===== src/rtl/prpg_pkg.sv =====
package prpg_pkg;

  // Position of one phase-shifter tap for chain j.
  function automatic int tap_pos(input int j, input int stride, input int off, input int w);
    return (j * stride + off) % w;
  endfunction

  // Beats needed to fill a side register holding seed plus count.
  function automatic int beats_for(input int w, input int cnt_w, input int si_w);
    return (w + cnt_w + si_w - 1) / si_w;
  endfunction

endpackage


===== src/rtl/prpg_shadow.sv =====
module prpg_shadow #(
  parameter int W     = 256,
  parameter int CNT_W = 8,
  parameter int SI_W  = 8
) (
  input  logic             clk,
  input  logic             rst,
  input  logic             beat_valid,
  input  logic [SI_W-1:0]  beat,
  input  logic             take,
  input  logic             st_en,
  input  logic             st_in,
  output logic [W-1:0]     seed_word,
  output logic [CNT_W-1:0] seed_cnt,
  output logic             full,
  output logic             st_out
);
  localparam int BEATS = prpg_pkg::beats_for(W, CNT_W, SI_W);
  localparam int SH_W  = BEATS * SI_W;
  localparam int FW    = $clog2(BEATS + 1);

  logic [SH_W-1:0] sh_q;
  logic [FW-1:0]   fill_q;
  logic            accept;

  assign full   = (fill_q == FW'(BEATS));
  assign accept = beat_valid && (!full || take);

  always_ff @(posedge clk) begin
    if (rst) begin
      sh_q   <= '0;
      fill_q <= '0;
    end else if (st_en) begin
      {sh_q, fill_q} <= {sh_q[SH_W-2:0], fill_q, st_in};
    end else begin
      if (accept) sh_q <= {sh_q[SH_W-SI_W-1:0], beat};
      if (take)        fill_q <= accept ? FW'(1) : '0;
      else if (accept) fill_q <= fill_q + 1'b1;
    end
  end

  assign seed_word = sh_q[W-1:0];
  assign seed_cnt  = sh_q[W +: CNT_W];
  assign st_out    = sh_q[SH_W-1];

  // a full register stays full until a transfer takes it
  a_r4_full_holds: assert property (@(posedge clk) disable iff (rst)
    (full && !take && !st_en) |=> full);

  // after a transfer at most the single beat of that cycle remains
  a_r7_reuse_at_once: assert property (@(posedge clk) disable iff (rst)
    (take && !st_en) |=> (fill_q <= FW'(1)));
endmodule


===== src/rtl/prpg_lfsr.sv =====
module prpg_lfsr #(
  parameter int W         = 256,
  parameter int N_CH      = 16,
  parameter int T0        = 255,
  parameter int T1        = 253,
  parameter int T2        = 250,
  parameter int T3        = 245,
  parameter int PS_STRIDE = 13,
  parameter int PS_OFF1   = 71,
  parameter int PS_OFF2   = 149
) (
  input  logic            clk,
  input  logic            rst,
  input  logic            step_en,
  input  logic            load_en,
  input  logic [W-1:0]    load_val,
  input  logic            st_en,
  input  logic            st_in,
  output logic [W-1:0]    state,
  output logic [N_CH-1:0] chain_bits,
  output logic            st_out
);
  localparam logic [W-1:0] ONE_B   = W'(1);
  localparam logic [W-1:0] FB_MASK = (ONE_B << T0) | (ONE_B << T1) | (ONE_B << T2) | (ONE_B << T3);

  always_ff @(posedge clk) begin
    if (rst)          state <= '1;
    else if (st_en)   state <= {state[W-2:0], st_in};
    else if (load_en) state <= load_val;
    else if (step_en) state <= {state[W-2:0], ^(state & FB_MASK)};
  end

  assign st_out = state[W-1];

  // Combinational phase shifter: three taps per chain
  for (genvar j = 0; j < N_CH; j++) begin : g_ps
    localparam int P0 = prpg_pkg::tap_pos(j, PS_STRIDE, 0, W);
    localparam int P1 = prpg_pkg::tap_pos(j, PS_STRIDE, PS_OFF1, W);
    localparam int P2 = prpg_pkg::tap_pos(j, PS_STRIDE, PS_OFF2, W);
    assign chain_bits[j] = state[P0] ^ state[P1] ^ state[P2];
  end

  // idle cycles leave the state untouched
  a_r2_hold_idle: assert property (@(posedge clk) disable iff (rst)
    (!st_en && !load_en && !step_en) |=> $stable(state));

  // a step moves every bit one place up
  a_r2_step_shifts: assert property (@(posedge clk) disable iff (rst)
    (!st_en && !load_en && step_en) |=> (state[W-1:1] == $past(state[W-2:0])));
endmodule


===== src/rtl/prpg_ctrl.sv =====
module prpg_ctrl #(
  parameter int CHAIN_LEN = 40,
  parameter int CNT_W     = 8
) (
  input  logic             clk,
  input  logic             rst,
  input  logic             run,
  input  logic             st_en,
  input  logic             st_in,
  input  logic             full,
  input  logic [CNT_W-1:0] seed_cnt,
  output logic             take,
  output logic             seed_xfer,
  output logic             seed_err,
  output logic             st_out
);
  localparam int SC_W = $clog2(CHAIN_LEN);

  logic [SC_W-1:0]  shift_q;
  logic [CNT_W-1:0] pats_q;
  logic             boundary, miss;

  assign boundary = run && !st_en && (shift_q == SC_W'(CHAIN_LEN - 1));
  assign take     = boundary && (pats_q == '0) && full;
  assign miss     = boundary && (pats_q == '0) && !full;

  always_ff @(posedge clk) begin
    if (rst) begin
      shift_q   <= '0;
      pats_q    <= '0;
      seed_xfer <= 1'b0;
      seed_err  <= 1'b0;
    end else if (st_en) begin
      {pats_q, shift_q} <= {pats_q[CNT_W-2:0], shift_q, st_in};
      seed_xfer <= 1'b0;
      seed_err  <= 1'b0;
    end else begin
      seed_xfer <= take;
      seed_err  <= miss;
      if (run) shift_q <= boundary ? '0 : shift_q + 1'b1;
      if (take)                             pats_q <= seed_cnt;
      else if (boundary && pats_q != '0)    pats_q <= pats_q - 1'b1;
    end
  end

  assign st_out = pats_q[CNT_W-1];

  // the shift counter wraps to zero right after a boundary
  a_r5_wrap: assert property (@(posedge clk) disable iff (rst || st_en)
    boundary |=> (shift_q == '0));

  // inside a set the pattern count drops by one per boundary
  a_r6_count_down: assert property (@(posedge clk) disable iff (rst || st_en)
    (boundary && pats_q != '0) |=> (pats_q == $past(pats_q) - 1'b1));

  // a missed seed leaves the count at zero so the next boundary retries
  a_r8_retry: assert property (@(posedge clk) disable iff (rst || st_en)
    seed_err |-> (pats_q == '0));
endmodule


===== src/rtl/reseed_prpg.sv =====
module reseed_prpg #(
  parameter int LFSR_W    = 256,
  parameter int CNT_W     = 8,
  parameter int SI_W      = 8,
  parameter int N_CH      = 16,
  parameter int CHAIN_LEN = 40,
  parameter int T0        = 255,
  parameter int T1        = 253,
  parameter int T2        = 250,
  parameter int T3        = 245,
  parameter int PS_STRIDE = 13,
  parameter int PS_OFF1   = 71,
  parameter int PS_OFF2   = 149
) (
  input  logic            clk,
  input  logic            rst,
  input  logic            run,
  input  logic            test_mode,
  input  logic            seed_valid,
  input  logic [SI_W-1:0] seed_beat,
  input  logic            st_si,
  output logic [N_CH-1:0] chain_in,
  output logic            seed_full,
  output logic            seed_xfer,
  output logic            seed_err,
  output logic            st_so
);
  localparam int BEATS = prpg_pkg::beats_for(LFSR_W, CNT_W, SI_W);

  logic [LFSR_W-1:0] seed_word, lfsr_state;
  logic [CNT_W-1:0]  seed_cnt;
  logic              take, sh_so, lf_so;

  prpg_shadow #(.W(LFSR_W), .CNT_W(CNT_W), .SI_W(SI_W)) shadow_i (
    .clk(clk), .rst(rst), .beat_valid(seed_valid && !test_mode), .beat(seed_beat),
    .take(take), .st_en(test_mode), .st_in(st_si),
    .seed_word(seed_word), .seed_cnt(seed_cnt), .full(seed_full), .st_out(sh_so));

  prpg_lfsr #(.W(LFSR_W), .N_CH(N_CH), .T0(T0), .T1(T1), .T2(T2), .T3(T3),
              .PS_STRIDE(PS_STRIDE), .PS_OFF1(PS_OFF1), .PS_OFF2(PS_OFF2)) lfsr_i (
    .clk(clk), .rst(rst), .step_en(run && !test_mode), .load_en(take),
    .load_val(seed_word), .st_en(test_mode), .st_in(sh_so),
    .state(lfsr_state), .chain_bits(chain_in), .st_out(lf_so));

  prpg_ctrl #(.CHAIN_LEN(CHAIN_LEN), .CNT_W(CNT_W)) ctrl_i (
    .clk(clk), .rst(rst), .run(run), .st_en(test_mode), .st_in(lf_so),
    .full(seed_full), .seed_cnt(seed_cnt), .take(take),
    .seed_xfer(seed_xfer), .seed_err(seed_err), .st_out(st_so));

  // a whole seed must fit within one pattern's shift
  initial a_r11_len_fits: assert (CHAIN_LEN >= BEATS)
    else $error("chain length %0d below seed beats %0d", CHAIN_LEN, BEATS);

  // the transfer pulse follows an edge on which the waiting seed entered the LFSR
  a_r5_seed_in_lfsr: assert property (@(posedge clk) disable iff (rst)
    seed_xfer |-> (lfsr_state == $past(seed_word)));

  // no transfer or error pulse in self-test
  a_r10_quiet_selftest: assert property (@(posedge clk) disable iff (rst)
    test_mode |=> (!seed_xfer && !seed_err));
endmodule


===== config.mk =====
export PLATFORM = sky130hd
export DESIGN_NAME = reseed_prpg
export DESIGN_NICKNAME = d
export VERILOG_FILES = /design/src/rtl/prpg_pkg.sv /design/src/rtl/prpg_shadow.sv /design/src/rtl/prpg_lfsr.sv /design/src/rtl/prpg_ctrl.sv /design/src/rtl/reseed_prpg.sv
export SDC_FILE = /design/constraint.sdc
export NUM_CORES = 1
export LEC_CHECK = 0
export BUFFER_PORTS_ARGS = -buffer_cell sky130_fd_sc_hd__buf_2
export CORE_ASPECT_RATIO = 1.75
export CORE_UTILIZATION = 68
export CTS_CLUSTER_DIAMETER = 150
export DETAILED_ROUTE_END_ITERATION = 8
export GPL_ROUTABILITY_DRIVEN = 1
export HOLD_SLACK_MARGIN = 0.03
export MAX_ROUTING_LAYER = met4
export PLACE_DENSITY = 0.85
export SYNTH_ARGS = -nofsm -noshare
export SYNTH_HDL_FRONTEND = slang
export SYNTH_SLANG_ARGS = --single-unit

===== constraint.sdc =====
create_clock -name clk -period 6.86 [get_ports clk]
set_clock_uncertainty 0.2 [all_clocks]
set_input_delay 1.372 -clock clk [delete_from_list [all_inputs] [get_ports clk]]
set_output_delay 1.372 -clock clk [all_outputs]
set_load 0.05 [all_outputs]

# ---- Word-level counts from Yosys, hierarchy flattened
# Cells that the tools add are included.
dict set report word_totals {
  register_bits 542
  output_inout_bits 20
}
dict set report op_classes {
  add_sub_neg 3
  n_reduce_logical 20
  bitwise_logic 32
  n_mux 15
  n_eq_ne 2
}
# op count
set op_table {}
lappend op_table {{two-way mux 256 bit} 3}
lappend op_table {{two-way mux 264 bit} 2}
lappend op_table {{parity 256 bit} 1}
lappend op_table {{two-way mux 6 bit} 6}
lappend op_table {{bitwise XOR 1 bit} 32}
lappend op_table {{two-way mux 8 bit} 3}
lappend op_table {{adder 6 x 1 -> 6 bit (second input constant)} 2}
lappend op_table {{equality test 6 bit (second input constant)} 2}
lappend op_table {{nonzero test 3 bit} 3}
lappend op_table {{logical AND 1 bit} 8}
lappend op_table {{logical NOT 8 bit} 1}
lappend op_table {{nonzero test 8 bit} 1}
lappend op_table {{subtractor 8 x 1 -> 8 bit (second input constant)} 1}
lappend op_table {{nonzero test 2 bit} 2}
lappend op_table {{logical NOT 1 bit} 2}
lappend op_table {{OR reduction 2 bit} 1}
lappend op_table {{logical OR 1 bit} 1}
lappend op_table {{two-way mux 1 bit} 1}

# ---- Longest topological paths before layout
dict set report depth {
  ltp_word 10
  ltp_mapped 11
}

# ---- By module
# From an unflattened synthesis, not the netlist that was laid out.
dict set report hier_totals {
  cells_unflattened 2861
  area_unflattened_um2 26893.3
}
# mod area_per_inst_um2 instances seq_area_each_um2 cells_per_inst
set modules_own_cells {}
lappend modules_own_cells {prpg_lfsr 13013.7 1 5124.9 1493}
lappend modules_own_cells {prpg_shadow 12804.8 1 5405.2 1232}
lappend modules_own_cells {prpg_ctrl 1062.3 1 320.3 134}
lappend modules_own_cells {reseed_prpg 12.5 1 0.0 2}

# ---- Least setup slack after synthesis
# OpenSTA, ideal clock, no wires.
dict set report synth_path {
  kind {in2reg}
  start {input test_mode}
  end {register shadow_i.sh_q[153]}
  cell_stages 9
  t_arrival_ps 3318
  path_buffers 4
  path_slack_ps 3250
  path_cell_list {clkbuf_1 -> or3b_2 -> nor4_4 -> o21a_1 -> buf_4 -> buf_4 -> buf_4 -> nor3_1 -> nor4_1}
}
dict set report synth_between {
  elab_chain_len 8
}
# element line_no
set synth_rtl {}
lappend synth_rtl {{start, declared} reseed_prpg.sv:18} ;# input logic test_mode,
lappend synth_rtl {{logical NOT 1 bit} {prpg_ctrl.sv:23, reseed_prpg.sv:35}}
lappend synth_rtl {{logical AND 1 bit (2 in series)} prpg_ctrl.sv:23} ;# assign boundary = run && !st_en && (shift_q == SC_W'(CHAIN_LEN - 1));
lappend synth_rtl {{logical AND 1 bit (2 in series)} prpg_ctrl.sv:24} ;# assign take = boundary && (pats_q == '0) && full;
lappend synth_rtl {{logical OR 1 bit} prpg_shadow.sv:27} ;# assign accept = beat_valid && (!full || take);
lappend synth_rtl {{logical AND 1 bit} prpg_shadow.sv:27}
lappend synth_rtl {{nonzero test 2 bit (no line)} n/a}
lappend synth_rtl {{end signal, assigned} prpg_shadow.sv:34} ;# {sh_q, fill_q} <= {sh_q[SH_W-2:0], fill_q, st_in};
lappend synth_rtl {{end signal, assigned} prpg_shadow.sv:36} ;# if (accept) sh_q <= {sh_q[SH_W-SI_W-1:0], beat};
lappend synth_rtl {{end, declared} prpg_shadow.sv:22} ;# logic [SH_W-1:0] sh_q;
# Several ways; a longest one is shown, not always the timed one.
# A chain may end at the register's enable or synchronous reset.

# ---- Final worst setup path
dict set report layout_path {
  start {input test_mode}
  end {register shadow_i.sh_q[72]}
}
# The elaborated chain is that of the path after synthesis.

==> results.yml <==
power_and_ir_drop:
  ir_worst_vdd_v: 0.0002340
  leakage_uw: 0.009519
  cellPowerDensity_mw_per_mm2: 300.8
floorplanning:
  die_width_um: 140.5
  floorplan.rows: 88
  design.die.area_mm2: 0.03435
  initial_core_util: 0.6914
  ios: 34
  core_area_mm2: 0.03303
  floorplan.die.height_um: 244.4
synth:
  synth_area_leaders: "sky130_fd_sc_hd__dfxtp_1, sky130_fd_sc_hd__nor3_1, sky130_fd_sc_hd__a221oi_1"
  ys_dominant_reg_cell: "sky130_fd_sc_hd__dfxtp_1"
  ranking_of_synthesized_cells_by_instance_count: "sky130_fd_sc_hd__dfxtp_1, sky130_fd_sc_hd__nand2_1, sky130_fd_sc_hd__nor3_1"
  yosys-mux-area-fraction: 0
  synth.cell_area_mm2: 0.02284
  synth_fa_ha_area_frac: 0.002191
  asyncSetResetFlopFracSynth: 0
  synth_simple_gate_area_frac: 0.3236
  synth_top_family_by_area: "simple AND/OR/NAND/NOR gates"
  synth_top_area_share: 0.4751
  postSynthNetCount: 2856
  synth_sequential_area_ratio: 0.4751
  synth_xor_area_frac: 0.01457
  post-synth-top-count-cell: "sky130_fd_sc_hd__dfxtp_1"
  synth_top_cell_by_area: "sky130_fd_sc_hd__dfxtp_1"
  yosysWarnings: 0
  netlist-cell-type-count: 53
  synth_compound_gate_area_share: 0.1235
  synth_enable_flop_cells: 0
  avgSynthCellArea_um2: 8.047
  number_of_storage_elements_in_the_synthesis_netlist: 542
  synthCells: 2838
clock_network:
  cts-resized-gates: 0
  clkTransAtPathRegs_ns: 0.06
  ctsHoldBuffers: 0
  cts_tree: "built"
  cts.repair_timing.setup_buffer_count: 0
  clkSinkCount: 542
  clock_path_buffers: 3
  clk_root_buffer_cell: "sky130_fd_sc_hd__clkbuf_16"
  number_of_clock_buffers_inserted_by_tritoncts: 47
  cts-htree-levels: 2
  worstSkewPairLatency_ns: 0.56
placed_design:
  dp_hpwl_um: 33080
  finalWeightedCongestion: 0.8622
  preCtsSetupSlack_ns: 1.820
  io_buffer_count: 33
sta:
  timing.slew.headroom: 0.1768
  rsz0062_at_grt: "false"
  max_fclk_mhz: 220.3
  final_min_period_over_clock_period: 0.6616
  final.setup.worst_slack_ns: 2.321
  fin_setup_tns_ns: 0
  timing_max_transition_violations_final: 0
  timing.final.hold_violations: 0
  setup_viol_count_final: 0
  worst-slew-pin-transition_ns: 1.235
  timing.final.crit_period_ns: 4.539
detailed_routing:
  num_vias: 21140
  routedWlPerCell_um: 19.13
  postRouteAntennaNets: 0
  count_of_unresolved_drc_violations_after_routing: 0
  detail_route.iter0.violations: 2396
  first_pass_iters: 6
  drt_wl_total_um: 58950
  viasPerCell: 6.862
finish:
  flow.area_growth_from_synthesis_pct: 5.774
  multiInputGateArea_mm2: 0.01064
  finalNetCount: 2657
  n_antenna_cell: 0
  ff_latch_area_mm2: 0.01085
  nFillCells: 2561
  final_layout_size_suffix_gt1_frac: 0.05157
global_route:
  track_usage: 0.3522
  grt_antenna_before_repair: 0
  grt.overflow.total: 0
  grt_max_degree: 256
  wire_length_of_the_first_global_routing_pass_um: 98300
  grt_pass1_vias: 19530
setup_path:
  r2r-end: "shadow_i.sh_q[72]"
  ff2ff_path_depth: 8
  r2r_slack_ns: 2.82
  category_of_the_most_critical_setup_path: "input pin to flop"
  critical_path.startpoint: "test_mode"
  crit_arrival_ns: 4.78
  startpoint_type: "input pin"
  critical_path_required_ns: 7.11
  r2r_start: "ctrl_i.pats_q[0]"
  critical_path.endpoint_type: "flop"
  critPathMaxFanout: 131
hold_path:
  min_to: "lfsr_i.state[39]"
  worst_hold_startpoint: "lfsr_i.state[38]"
  hold_path_depth: 2
  worstHoldPathType: "flop to flop"
status:
  result_of_the_run: "complete, no violations"
job:
  maximum_capacitance_violations: 0
## critical path: stages
cell and delay [ns]:
sky130_fd_sc_hd__buf_8 0.29, sky130_fd_sc_hd__or3b_2 0.59, sky130_fd_sc_hd__nor4_4 0.70, sky130_fd_sc_hd__o21a_4 0.88, sky130_fd_sc_hd__buf_4 0.46, sky130_fd_sc_hd__nor3_1 0.08, sky130_fd_sc_hd__nor4_1 0.37
## how the worst max path moves through the flow
stage | to | slack [ns] | cells after the start
after floorplan | shadow_i.sh_q[153] | 3.25 | 9
after global placement | shadow_i.sh_q[75] | 1.95 | 7
after detailed placement | shadow_i.sh_q[73] | 1.82 | 7
after CTS | shadow_i.sh_q[72] | 2.36 | 7
after global routing | shadow_i.sh_q[73] | 2.12 | 7
final | shadow_i.sh_q[72] | 2.32 | 7
## layer usage
metal	vias up	routed length, µm	share of wire	global-route usage
met1	10110	22980	0.39	0.4198
met2	911	29500	0.50	0.5854
met5	-	0	0	-
li1	9932	-	-	-
met4	0	3060	0.052	0.1883
met3	184	3411	0.058	0.03701
## placed cells by master, fill, tap and decap left out, drive strengths merged, types with 9 or more instances in the layout
master   Yosys  layout
a221oi     261     261
a21oi       14      14
nor3       515     515
nand2      527     527
o21ai       12      12
a2111oi     17      17
xnor2       34      34
inv          9       9
nor4       249     249
clkbuf     239      66
dfxtp      542     542
buf         63      54
nor2       293     293
clkinv       1      11
## cell type report
class,count,area share
inverters,10,0.001865
clock inverters,20,0.01093
flip-flops and latches,542,0.4492
clock buffers,66,0.05589
repair buffers,54,0.02093
multi-input cells,1984,0.4403
well taps,405,0.02098
## state kept, by name, indices dropped and copies added, names as in the netlist
signal,cells
shadow_i.sh_q,264
ctrl_i.pats_q,8
shadow_i.fill_q,6
ctrl_i.seed_xfer,1
ctrl_i.seed_err,1
ctrl_i.shift_q,6
lfsr_i.state,256
## kinds of logic (layout without fill, tap and decap cells)
kind of cell               Yosys count  after routing
buffers and inverters              312            150
xor gates and xnor gates            38             38
and+or+nand+nor                   1608           1608
adders and majority gates            4              4
DFF                                542            542
AOI/OAI and AO/OA                  334            334
## stage by stage
stage               cell area (µm²)    util  power [µW]  hold WS (ns)  std cells
floorplan                     22840       -        4299        0.2223       2838
global placement              22540  0.6825        4488        0.2276       2995
detailed placement            22540  0.6825        4526        0.2326       2995
CTS                           24160  0.7313        7269        0.2311       3081
global route                  24160  0.7313        7527        0.2472       3081
finish                        24160  0.7313        7266        0.2301       3081
## report_power, final
part           internal [µW]  switching (µW)
registers               3370             229
logic                    310             564
clock network           1600            1180
total                   5290            1980
Power figures use the tool's default switching activity.
